**config.mk**
```make
export PLATFORM = sky130hd
export DESIGN_NAME = ccf_confirm_filter
export DESIGN_NICKNAME = d
export VERILOG_FILES = /design/src/rtl/ccf_pkg.sv /design/src/rtl/ccf_cfg_bank.sv /design/src/rtl/ccf_opl_stage.sv /design/src/rtl/ccf_tile_stage.sv /design/src/rtl/ccf_confirm_filter.sv
export SDC_FILE = /design/constraint.sdc
export NUM_CORES = 2
export LEC_CHECK = 0
export ABC_CLOCK_PERIOD_IN_PS = 6380
export BUFFER_PORTS_ARGS = -buffer_cell sky130_fd_sc_hd__buf_2
export CORE_MARGIN = 4
export CORE_UTILIZATION = 30
export CTS_BUF_LIST = sky130_fd_sc_hd__clkbuf_8
export CTS_CLUSTER_DIAMETER = 100
export DETAILED_ROUTE_END_ITERATION = 8
export GPL_ROUTABILITY_DRIVEN = 1
export HOLD_SLACK_MARGIN = 0.03
export PLACE_DENSITY_LB_ADDON = 0.25
export SLEW_MARGIN = 10
export SYNTH_ARGS = -nofsm -noshare
export SYNTH_HDL_FRONTEND = slang
export SYNTH_SLANG_ARGS = --single-unit
```
**constraint.sdc**
```tcl
create_clock -name clk -period 6.38 [get_ports clk]
set_input_delay 0.957 -clock clk [delete_from_list [all_inputs] [get_ports clk]]
set_output_delay 0.957 -clock clk [all_outputs]
set_load 0.05 [all_outputs]
```
**src/rtl/ccf_pkg.sv**
```systemverilog
package ccf_pkg;
  localparam int THR_W   = 3;
  localparam int NTHR    = 6;
  localparam int NLOW    = 3;
  localparam int SLICE_W = 4;

  function automatic logic thr_is_low(input logic [THR_W-1:0] t);
    return (t >= 3'd1) && (t <= 3'd3);
  endfunction

  function automatic logic thr_is_cand(input logic [THR_W-1:0] t);
    return (t >= 3'd1) && (t <= 3'd6);
  endfunction
endpackage

```
**src/rtl/ccf_cfg_bank.sv**
```systemverilog
module ccf_cfg_bank
  import ccf_pkg::*;
#(
  parameter int NPADS = 8,
  parameter int NTILE = 32,
  parameter int NOPL  = 8,
  parameter int AW    = 6,
  parameter int DW    = 32
) (
  input  logic                         clk,
  input  logic                         rst_n,
  input  logic                         we,
  input  logic [AW-1:0]                addr,
  input  logic [DW-1:0]                wdata,
  output logic [NPADS*NTHR*NTILE-1:0]  tmask_o,
  output logic [NPADS*NTHR-1:0]        ten_o,
  output logic [NPADS*NLOW*NOPL-1:0]   omask_o,
  output logic [NPADS*NLOW-1:0]        oen_o
);
  localparam int N_TWORDS = NPADS * NTHR;
  localparam int A_TEN_LO = N_TWORDS;
  localparam int A_TEN_HI = N_TWORDS + 1;
  localparam int A_OEN    = N_TWORDS + 2;
  localparam int A_OMASK  = N_TWORDS + 3;
  localparam int OM_W     = NLOW * NOPL;

  // tile mask words, one register per pad/threshold
  for (genvar w = 0; w < N_TWORDS; w++) begin : g_tword
    logic             ld;
    logic [NTILE-1:0] q;
    assign ld = we && (addr == AW'(w));
    always_ff @(posedge clk or negedge rst_n) begin
      if (!rst_n)  q <= '0;
      else if (ld) q <= wdata[NTILE-1:0];
    end
    assign tmask_o[w*NTILE +: NTILE] = q;
  end

  // outer-plane mask words, one per pad
  for (genvar p = 0; p < NPADS; p++) begin : g_oword
    logic            ld;
    logic [OM_W-1:0] q;
    assign ld = we && (addr == AW'(A_OMASK + p));
    always_ff @(posedge clk or negedge rst_n) begin
      if (!rst_n)  q <= '0;
      else if (ld) q <= wdata[OM_W-1:0];
    end
    assign omask_o[p*OM_W +: OM_W] = q;
  end

  // enable bits, sliced SLICE_W bits per pad
  logic [NPADS*NTHR-1:0] ten_q, ten_d;
  logic [NPADS*NLOW-1:0] oen_q, oen_d;

  always_comb begin
    ten_d = ten_q;
    oen_d = oen_q;
    for (int p = 0; p < NPADS; p++) begin
      for (int j = 0; j < NLOW; j++) begin
        if (we && addr == AW'(A_TEN_LO)) ten_d[p*NTHR + j]        = wdata[p*SLICE_W + j];
        if (we && addr == AW'(A_TEN_HI)) ten_d[p*NTHR + NLOW + j] = wdata[p*SLICE_W + j];
        if (we && addr == AW'(A_OEN))    oen_d[p*NLOW + j]        = wdata[p*SLICE_W + j];
      end
    end
  end

  always_ff @(posedge clk or negedge rst_n) begin
    if (!rst_n) begin
      ten_q <= '0;
      oen_q <= '0;
    end else begin
      ten_q <= ten_d;
      oen_q <= oen_d;
    end
  end

  assign ten_o = ten_q;
  assign oen_o = oen_q;

  // enables change only through a write
  p_enables_hold_r10: assert property (@(posedge clk) disable iff (!rst_n)
    !we |=> ($stable(ten_o) && $stable(oen_o) && $stable(omask_o) && $stable(tmask_o)));
endmodule

```
**src/rtl/ccf_opl_stage.sv**
```systemverilog
module ccf_opl_stage
  import ccf_pkg::*;
#(
  parameter int NPADS = 8,
  parameter int NTILE = 32,
  parameter int NOPL  = 8,
  parameter int PAY_W = 13
) (
  input  logic                                clk,
  input  logic                                rst_n,
  input  logic                                valid_i,
  input  logic [NPADS*(THR_W+PAY_W)-1:0]      cand_i,
  input  logic [NTILE-1:0]                    tile_i,
  input  logic [NOPL-1:0]                     opl_i,
  input  logic [NPADS*NTHR*NTILE-1:0]         tmask_i,
  input  logic [NPADS*NTHR-1:0]               ten_i,
  input  logic [NPADS*NLOW*NOPL-1:0]          omask_i,
  input  logic [NPADS*NLOW-1:0]               oen_i,
  output logic                                valid_o,
  output logic [NPADS*(THR_W+PAY_W)-1:0]      cand_o,
  output logic [NTILE-1:0]                    tile_o,
  output logic [NPADS*NTILE-1:0]              tsel_o,
  output logic [NPADS-1:0]                    tchk_o
);
  localparam int CW = THR_W + PAY_W;

  logic [NPADS*CW-1:0]    cand_d;
  logic [NPADS*NTILE-1:0] tsel_d;
  logic [NPADS-1:0]       tchk_d;

  for (genvar p = 0; p < NPADS; p++) begin : g_pad
    logic [THR_W-1:0] thr, thr_n;
    logic             low, hit, opl_ok;
    logic [1:0]       lidx;
    logic [2:0]       tidx;
    logic [NOPL-1:0]  omap;

    always_comb begin
      thr    = cand_i[p*CW +: THR_W];
      low    = thr_is_low(thr);
      lidx   = low ? 2'(thr - 3'd1) : 2'd0;
      omap   = omask_i[(p*NLOW + int'(lidx))*NOPL +: NOPL];
      opl_ok = !oen_i[p*NLOW + int'(lidx)] || (|(omap & opl_i));
      thr_n  = (!low || opl_ok) ? thr : '0;
      hit    = thr_is_cand(thr_n);
      tidx   = hit ? (thr_n - 3'd1) : 3'd0;
    end

    assign cand_d[p*CW +: THR_W]          = thr_n;
    assign cand_d[p*CW + THR_W +: PAY_W]  = cand_i[p*CW + THR_W +: PAY_W];
    assign tsel_d[p*NTILE +: NTILE]       = tmask_i[(p*NTHR + int'(tidx))*NTILE +: NTILE];
    assign tchk_d[p]                      = hit && ten_i[p*NTHR + int'(tidx)];

    // high codes leave this stage untouched
    p_high_skips_opl_r6: assert property (@(posedge clk) disable iff (!rst_n)
      (valid_i && thr >= 3'd4 && thr <= 3'd6) |=> (cand_o[p*CW +: CW] == $past(cand_i[p*CW +: CW])));

    // enabled low check with no mapped flag clears the code
    p_opl_reject_r5: assert property (@(posedge clk) disable iff (!rst_n)
      (valid_i && low && oen_i[p*NLOW + int'(lidx)] && !(|(omap & opl_i)))
        |=> (cand_o[p*CW +: THR_W] == '0));
  end

  always_ff @(posedge clk or negedge rst_n) begin
    if (!rst_n) valid_o <= 1'b0;
    else        valid_o <= valid_i;
  end

  always_ff @(posedge clk or negedge rst_n) begin
    if (!rst_n) begin
      cand_o <= '0;
      tile_o <= '0;
      tsel_o <= '0;
      tchk_o <= '0;
    end else if (valid_i) begin
      cand_o <= cand_d;
      tile_o <= tile_i;
      tsel_o <= tsel_d;
      tchk_o <= tchk_d;
    end
  end

  // first half of the two-cycle latency
  p_stage1_valid_r1: assert property (@(posedge clk) disable iff (!rst_n)
    1'b1 |=> (valid_o == $past(valid_i)));
endmodule

```
**src/rtl/ccf_tile_stage.sv**
```systemverilog
module ccf_tile_stage
  import ccf_pkg::*;
#(
  parameter int NPADS = 8,
  parameter int NTILE = 32,
  parameter int PAY_W = 13
) (
  input  logic                            clk,
  input  logic                            rst_n,
  input  logic                            valid_i,
  input  logic [NPADS*(THR_W+PAY_W)-1:0]  cand_i,
  input  logic [NTILE-1:0]                tile_i,
  input  logic [NPADS*NTILE-1:0]          tsel_i,
  input  logic [NPADS-1:0]                tchk_i,
  output logic                            valid_o,
  output logic [NPADS*(THR_W+PAY_W)-1:0]  cand_o
);
  localparam int CW = THR_W + PAY_W;

  logic [NPADS*CW-1:0] cand_d;

  for (genvar p = 0; p < NPADS; p++) begin : g_pad
    logic confirmed;
    assign confirmed = !tchk_i[p] || (|(tsel_i[p*NTILE +: NTILE] & tile_i));
    assign cand_d[p*CW +: THR_W] = confirmed ? cand_i[p*CW +: THR_W] : '0;
    assign cand_d[p*CW + THR_W +: PAY_W] = cand_i[p*CW + THR_W +: PAY_W];

    // payload survives the tile stage
    p_payload_kept_r7: assert property (@(posedge clk) disable iff (!rst_n)
      valid_i |=> (cand_o[p*CW + THR_W +: PAY_W] == $past(cand_i[p*CW + THR_W +: PAY_W])));

    // no tile check requested means slot is copied
    p_unchecked_pass_r4: assert property (@(posedge clk) disable iff (!rst_n)
      (valid_i && !tchk_i[p]) |=> (cand_o[p*CW +: CW] == $past(cand_i[p*CW +: CW])));

    // requested check with no mapped tile clears the code
    p_tile_reject_r3: assert property (@(posedge clk) disable iff (!rst_n)
      (valid_i && tchk_i[p] && !(|(tsel_i[p*NTILE +: NTILE] & tile_i)))
        |=> (cand_o[p*CW +: THR_W] == '0));
  end

  always_ff @(posedge clk or negedge rst_n) begin
    if (!rst_n) valid_o <= 1'b0;
    else        valid_o <= valid_i;
  end

  always_ff @(posedge clk or negedge rst_n) begin
    if (!rst_n)       cand_o <= '0;
    else if (valid_i) cand_o <= cand_d;
  end

  // second half of the two-cycle latency
  p_stage2_valid_r1: assert property (@(posedge clk) disable iff (!rst_n)
    1'b1 |=> (valid_o == $past(valid_i)));
endmodule

```
**src/rtl/ccf_confirm_filter.sv**
```systemverilog
module ccf_confirm_filter
  import ccf_pkg::*;
#(
  parameter int NPADS = 8,
  parameter int NTILE = 32,
  parameter int NOPL  = 8,
  parameter int PAY_W = 13,
  parameter int AW    = 6,
  parameter int DW    = 32
) (
  input  logic                            clk,
  input  logic                            rst_n,
  input  logic                            in_valid,
  input  logic [NPADS*(THR_W+PAY_W)-1:0]  in_cand,
  input  logic [NTILE-1:0]                in_tile,
  input  logic [NOPL-1:0]                 in_opl,
  input  logic                            cfg_we,
  input  logic [AW-1:0]                   cfg_addr,
  input  logic [DW-1:0]                   cfg_wdata,
  output logic                            out_valid,
  output logic [NPADS*(THR_W+PAY_W)-1:0]  out_cand
);
  localparam int CW = THR_W + PAY_W;

  logic [NPADS*NTHR*NTILE-1:0] tmask;
  logic [NPADS*NTHR-1:0]       ten;
  logic [NPADS*NLOW*NOPL-1:0]  omask;
  logic [NPADS*NLOW-1:0]       oen;

  logic                        s1_valid;
  logic [NPADS*CW-1:0]         s1_cand;
  logic [NTILE-1:0]            s1_tile;
  logic [NPADS*NTILE-1:0]      s1_tsel;
  logic [NPADS-1:0]            s1_tchk;

  ccf_cfg_bank #(.NPADS(NPADS), .NTILE(NTILE), .NOPL(NOPL), .AW(AW), .DW(DW)) u_cfg (
    .clk(clk), .rst_n(rst_n), .we(cfg_we), .addr(cfg_addr), .wdata(cfg_wdata),
    .tmask_o(tmask), .ten_o(ten), .omask_o(omask), .oen_o(oen)
  );

  ccf_opl_stage #(.NPADS(NPADS), .NTILE(NTILE), .NOPL(NOPL), .PAY_W(PAY_W)) u_opl (
    .clk(clk), .rst_n(rst_n), .valid_i(in_valid), .cand_i(in_cand),
    .tile_i(in_tile), .opl_i(in_opl), .tmask_i(tmask), .ten_i(ten),
    .omask_i(omask), .oen_i(oen), .valid_o(s1_valid), .cand_o(s1_cand),
    .tile_o(s1_tile), .tsel_o(s1_tsel), .tchk_o(s1_tchk)
  );

  ccf_tile_stage #(.NPADS(NPADS), .NTILE(NTILE), .PAY_W(PAY_W)) u_tile (
    .clk(clk), .rst_n(rst_n), .valid_i(s1_valid), .cand_i(s1_cand),
    .tile_i(s1_tile), .tsel_i(s1_tsel), .tchk_i(s1_tchk),
    .valid_o(out_valid), .cand_o(out_cand)
  );

  for (genvar p = 0; p < NPADS; p++) begin : g_chk
    // input codes stay within 0..6
    p_code_legal_r2: assert property (@(posedge clk) disable iff (!rst_n)
      in_valid |-> (in_cand[p*CW +: THR_W] != 3'd7));
    // an empty slot stays empty through stage one
    p_empty_stays_r2: assert property (@(posedge clk) disable iff (!rst_n)
      (in_valid && in_cand[p*CW +: THR_W] == '0) |=> (s1_cand[p*CW +: THR_W] == '0));
  end
endmodule

```
==> reports/qor.yml <==
outcome:
  status: "finished clean"
sta:
  setup_viol: 0
  relSlewSlack_pct: 12.2
  slew_viol_final: 0
  finClkSkew_ps: 96.3
  tightest_slew_ps: 1320
  rsz0062_at_grt: "false"
  fin_crit_ps: 5560
  setup_tns_ps: 0
  hold_viol: 0
  finalCritPeriodShare_pct: 87.1
  fmax_ghz: 0.180
  worst_slack_ps: 821
floorplan:
  die_height_um: 614
  die_x_um: 614
  fp-row-count: 222
  ioPinCount: 339
  start_util_pct: 30.1
  core_um2: 366000
  die_area_um2: 377000
clock_tree:
  clockBufferDepth: 4
  cts_tree: "yes"
  postCtsSetupBuffers: 0
  ctsHtreeMaxLevel: 5
  cts-root-buf: "clkbuf_8"
  clk-insertion-delay-late_ps: 1050
  post_cts_resized: 0
  clock-sinks: 2354
  hold_buffers: 1
  clk_pin_slew_worst_paths_ps: 70
  cts_buffers: 399
worst_setup_path:
  start_kind: "input port"
  critical_path.max_fanout: 6
  cp_slowest_stage_delay_ps: 610
  cp-end-kind: "register"
  cp_slowest_cell: "or4b_2"
  r2r_cells: 16
  crit_type: "in -> reg"
  cp_cell_sequence: "buf_2 > inv_1 > ha_1 > or3_1 > nand4_1 > inv_1 > ha_1 > mux2i_1 > a21oi_1 > mux2_2 > nand4b_1 > or4_1 > nand2_4 > inv_1 > ha_1 > nor2_1 > a21boi_0 > or3_1 > inv_1 > ha_1 > or4b_2 > a211o_1 > a32oi_1"
  worstPathArrival_ps: 6480
  worstPathRequired_ps: 7300
yosys:
  synth_fp_nets: 8953
  syn-mean-instance-area_um2: 12.7
  postSynthCellCount: 8695
  synth-seq-area-share_pct: 53.5
  syn_area_um2: 110000
  synth_cell_types: 107
  synth_edf_count: 0
  synthFlopType: "dfrtp_1"
  ys_seq_elements: 2354
  synthTopCellsByArea: "dfrtp_1, mux2_2, mux2i_1"
  yosysWarnings: 0
  async_flop_share_pct: 100
  netlist.top_cell.by_area: "dfrtp_1"
  synth.top_cell.area_share_pct: 53.5
drt:
  wl_per_cell_um: 28.6
  ant_nets: 0
  wl_mm: 402
  dr.pass1.iters: 6
  vias_per_cell: 5.52
  initialDrtViolationCount: 6559
  vias: 77687
  drc: 0
global_route:
  grt-ovfl-total: 0
  gr-usage-all-layers_pct: 20.7
  grt_max_degree: 159
  grt_pass1_vias: 79061
  antenna_found_initial: 50
  grt_pass1_wl_mm: 579
placed_design:
  place.port_buffers: 338
  hpwl_mm: 254
  post-place-ws_ps: -135
  globalplace.congestion: 0.860
hold_path:
  holdPathStages: 2
  hp-class: "in -> reg"
run:
  maxCapViolCount: 0
layout:
  layout-drive-gt1-share_pct: 38.0
  area_delta_synth_final_pct: 14.3
  finalNetCount: 9181
pwr:
  irDropWorstVdd_v: 0.000155
  power.density_nw_per_um2: 313
  leakage_nw: 57.9
[cell type report]
cell class              instances  area (um^2)
diodes                         50          125
clock buffers                 506         6960
clock inverters               184          868
fillers                     35879       240000
inverters                     168          636
multi-input cells            5359        47600
flip-flops and latches       2354        58900
well taps                    4816         6030
repair buffers                641         4680
[flip-flops by register name, indices dropped and copies added, names as in the netlist]
register / count
u_cfg.g_tword.q: 1536
u_tile.cand_o: 128
u_opl.valid_o: 1
u_cfg.g_oword.q: 192
u_cfg.oen_o: 24
u_opl.tile_o: 32
u_cfg.ten_o: 48
u_tile.valid_o: 1
u_opl.tchk_o: 8
u_opl.cand_o: 128
u_opl.tsel_o: 256
[report_power, final]
| part | switching, W | internal (W) |
|---|---|---|
| Sequential | 0.00163 | 0.0170 |
| Combinational | 0.00415 | 0.00300 |
| Clock | 0.00640 | 0.00719 |
| Total | 0.0122 | 0.0272 |
[cells in the final DEF, fill, tap and decap left out, types with 34 or more instances in the layout]
cell / Yosys / routed
mux2i_1: 532 / 532
clkbuf_8: 0 / 506
a221oi_1: 187 / 187
a22o_1: 73 / 73
o21ai_0: 162 / 159
a221o_1: 57 / 57
o22ai_1: 97 / 97
ha_1: 48 / 48
nor2_1: 207 / 185
nand2_1: 465 / 463
nor4_1: 39 / 39
buf_12: 0 / 52
and3_1: 84 / 84
a21oi_1: 135 / 134
nand4b_1: 34 / 34
mux2_2: 2106 / 2106
o211ai_1: 117 / 117
a31oi_1: 44 / 44
buf_4: 17 / 269
inv_1: 163 / 302
a211oi_1: 41 / 40
a22oi_1: 47 / 47
o2111a_1: 37 / 37
o221ai_1: 113 / 113
nand4_1: 34 / 34
dfrtp_1: 2354 / 2335
diode_2: 0 / 50
nand3_1: 122 / 121
buf_2: 121 / 318
nor2b_1: 38 / 36
o221a_2: 35 / 35
o21ai_1: 73 / 70
[cells by family after synthesis]
logic type | synth area share [%]
DFF | 53.5
and+or+nand+nor | 5.06
muxes | 26.6
adders and majority gates | 0.546
buffers and inverters | 3.63
xor gates and xnor gates | 0.0477
AOI/OAI and AO/OA | 10.7
[worst max-delay path: cells and delay by family]
family | cells | cell delay (ps)
simple gates | 8 | 2430
fa+ha+maj | 4 | 1160
compound gates | 4 | 970
buf+inv | 5 | 570
mux | 2 | 340
[layer usage]
layer  up-vias  global-route usage [%]  wire [um]
met5         -                       0         34
met4         4                    8.54      16400
met3       704                    3.60      25600
met2      2839                    32.8     188000
met1     41390                    28.0     173000
li1      32750                       -          -
[final timing paths]
path	endpoint	from	slack [ps]
max	u_opl.tchk_o[3]	in_cand[49]	820
min	u_opl.tile_o[13]	in_tile[13]	160
max reg2reg	u_opl.tchk_o[3]	u_cfg.g_oword[3].q[11]	1520
min reg2reg	u_tile.cand_o[58]	u_opl.cand_o[58]	460
max in group asynchronous	u_opl.cand_o[113]	rst_n	3980
min in group asynchronous	u_tile.cand_o[93]	rst_n	580
[cells in the mapped netlist, drive strengths merged, types with 9 or more instances]
cell	count
a211oi	44
a21boi	18
a21oi	135
a221o	57
a221oi	207
a222oi	12
a22o	73
a22oi	47
a2bb2oi	33
a31o	35
a31oi	45
and2	9
and3	84
buf	272
clkbuf	542
dfrtp	2354
ha	48
inv	167
mux2	2113
mux2i	533
nand2	469
nand2b	12
nand3	122
nand3b	9
nand4	34
nand4b	34
nor2	214
nor2b	38
nor3	39
nor4	41
o2111a	37
o2111ai	10
o211ai	119
o21a	16
o21ai	235
o221a	67
o221ai	133
o22ai	97
o31a	10
o31ai	10
or2	23
or3	10
[stage by stage]
stage	utilization, %	hold WS (ps)	cell area, um^2	total power [W]	cells
after global placement	32.2	462	118000	0.0257	13336
after global routing	34.4	90.5	126000	0.0411	14046
after floorplan	-	352	110000	0.0228	8695
final	34.4	160	126000	0.0394	14078
after detailed placement	32.2	471	118000	0.0260	13336
after CTS	34.4	54.3	126000	0.0397	14027
(Power assumes the default switching activity.)
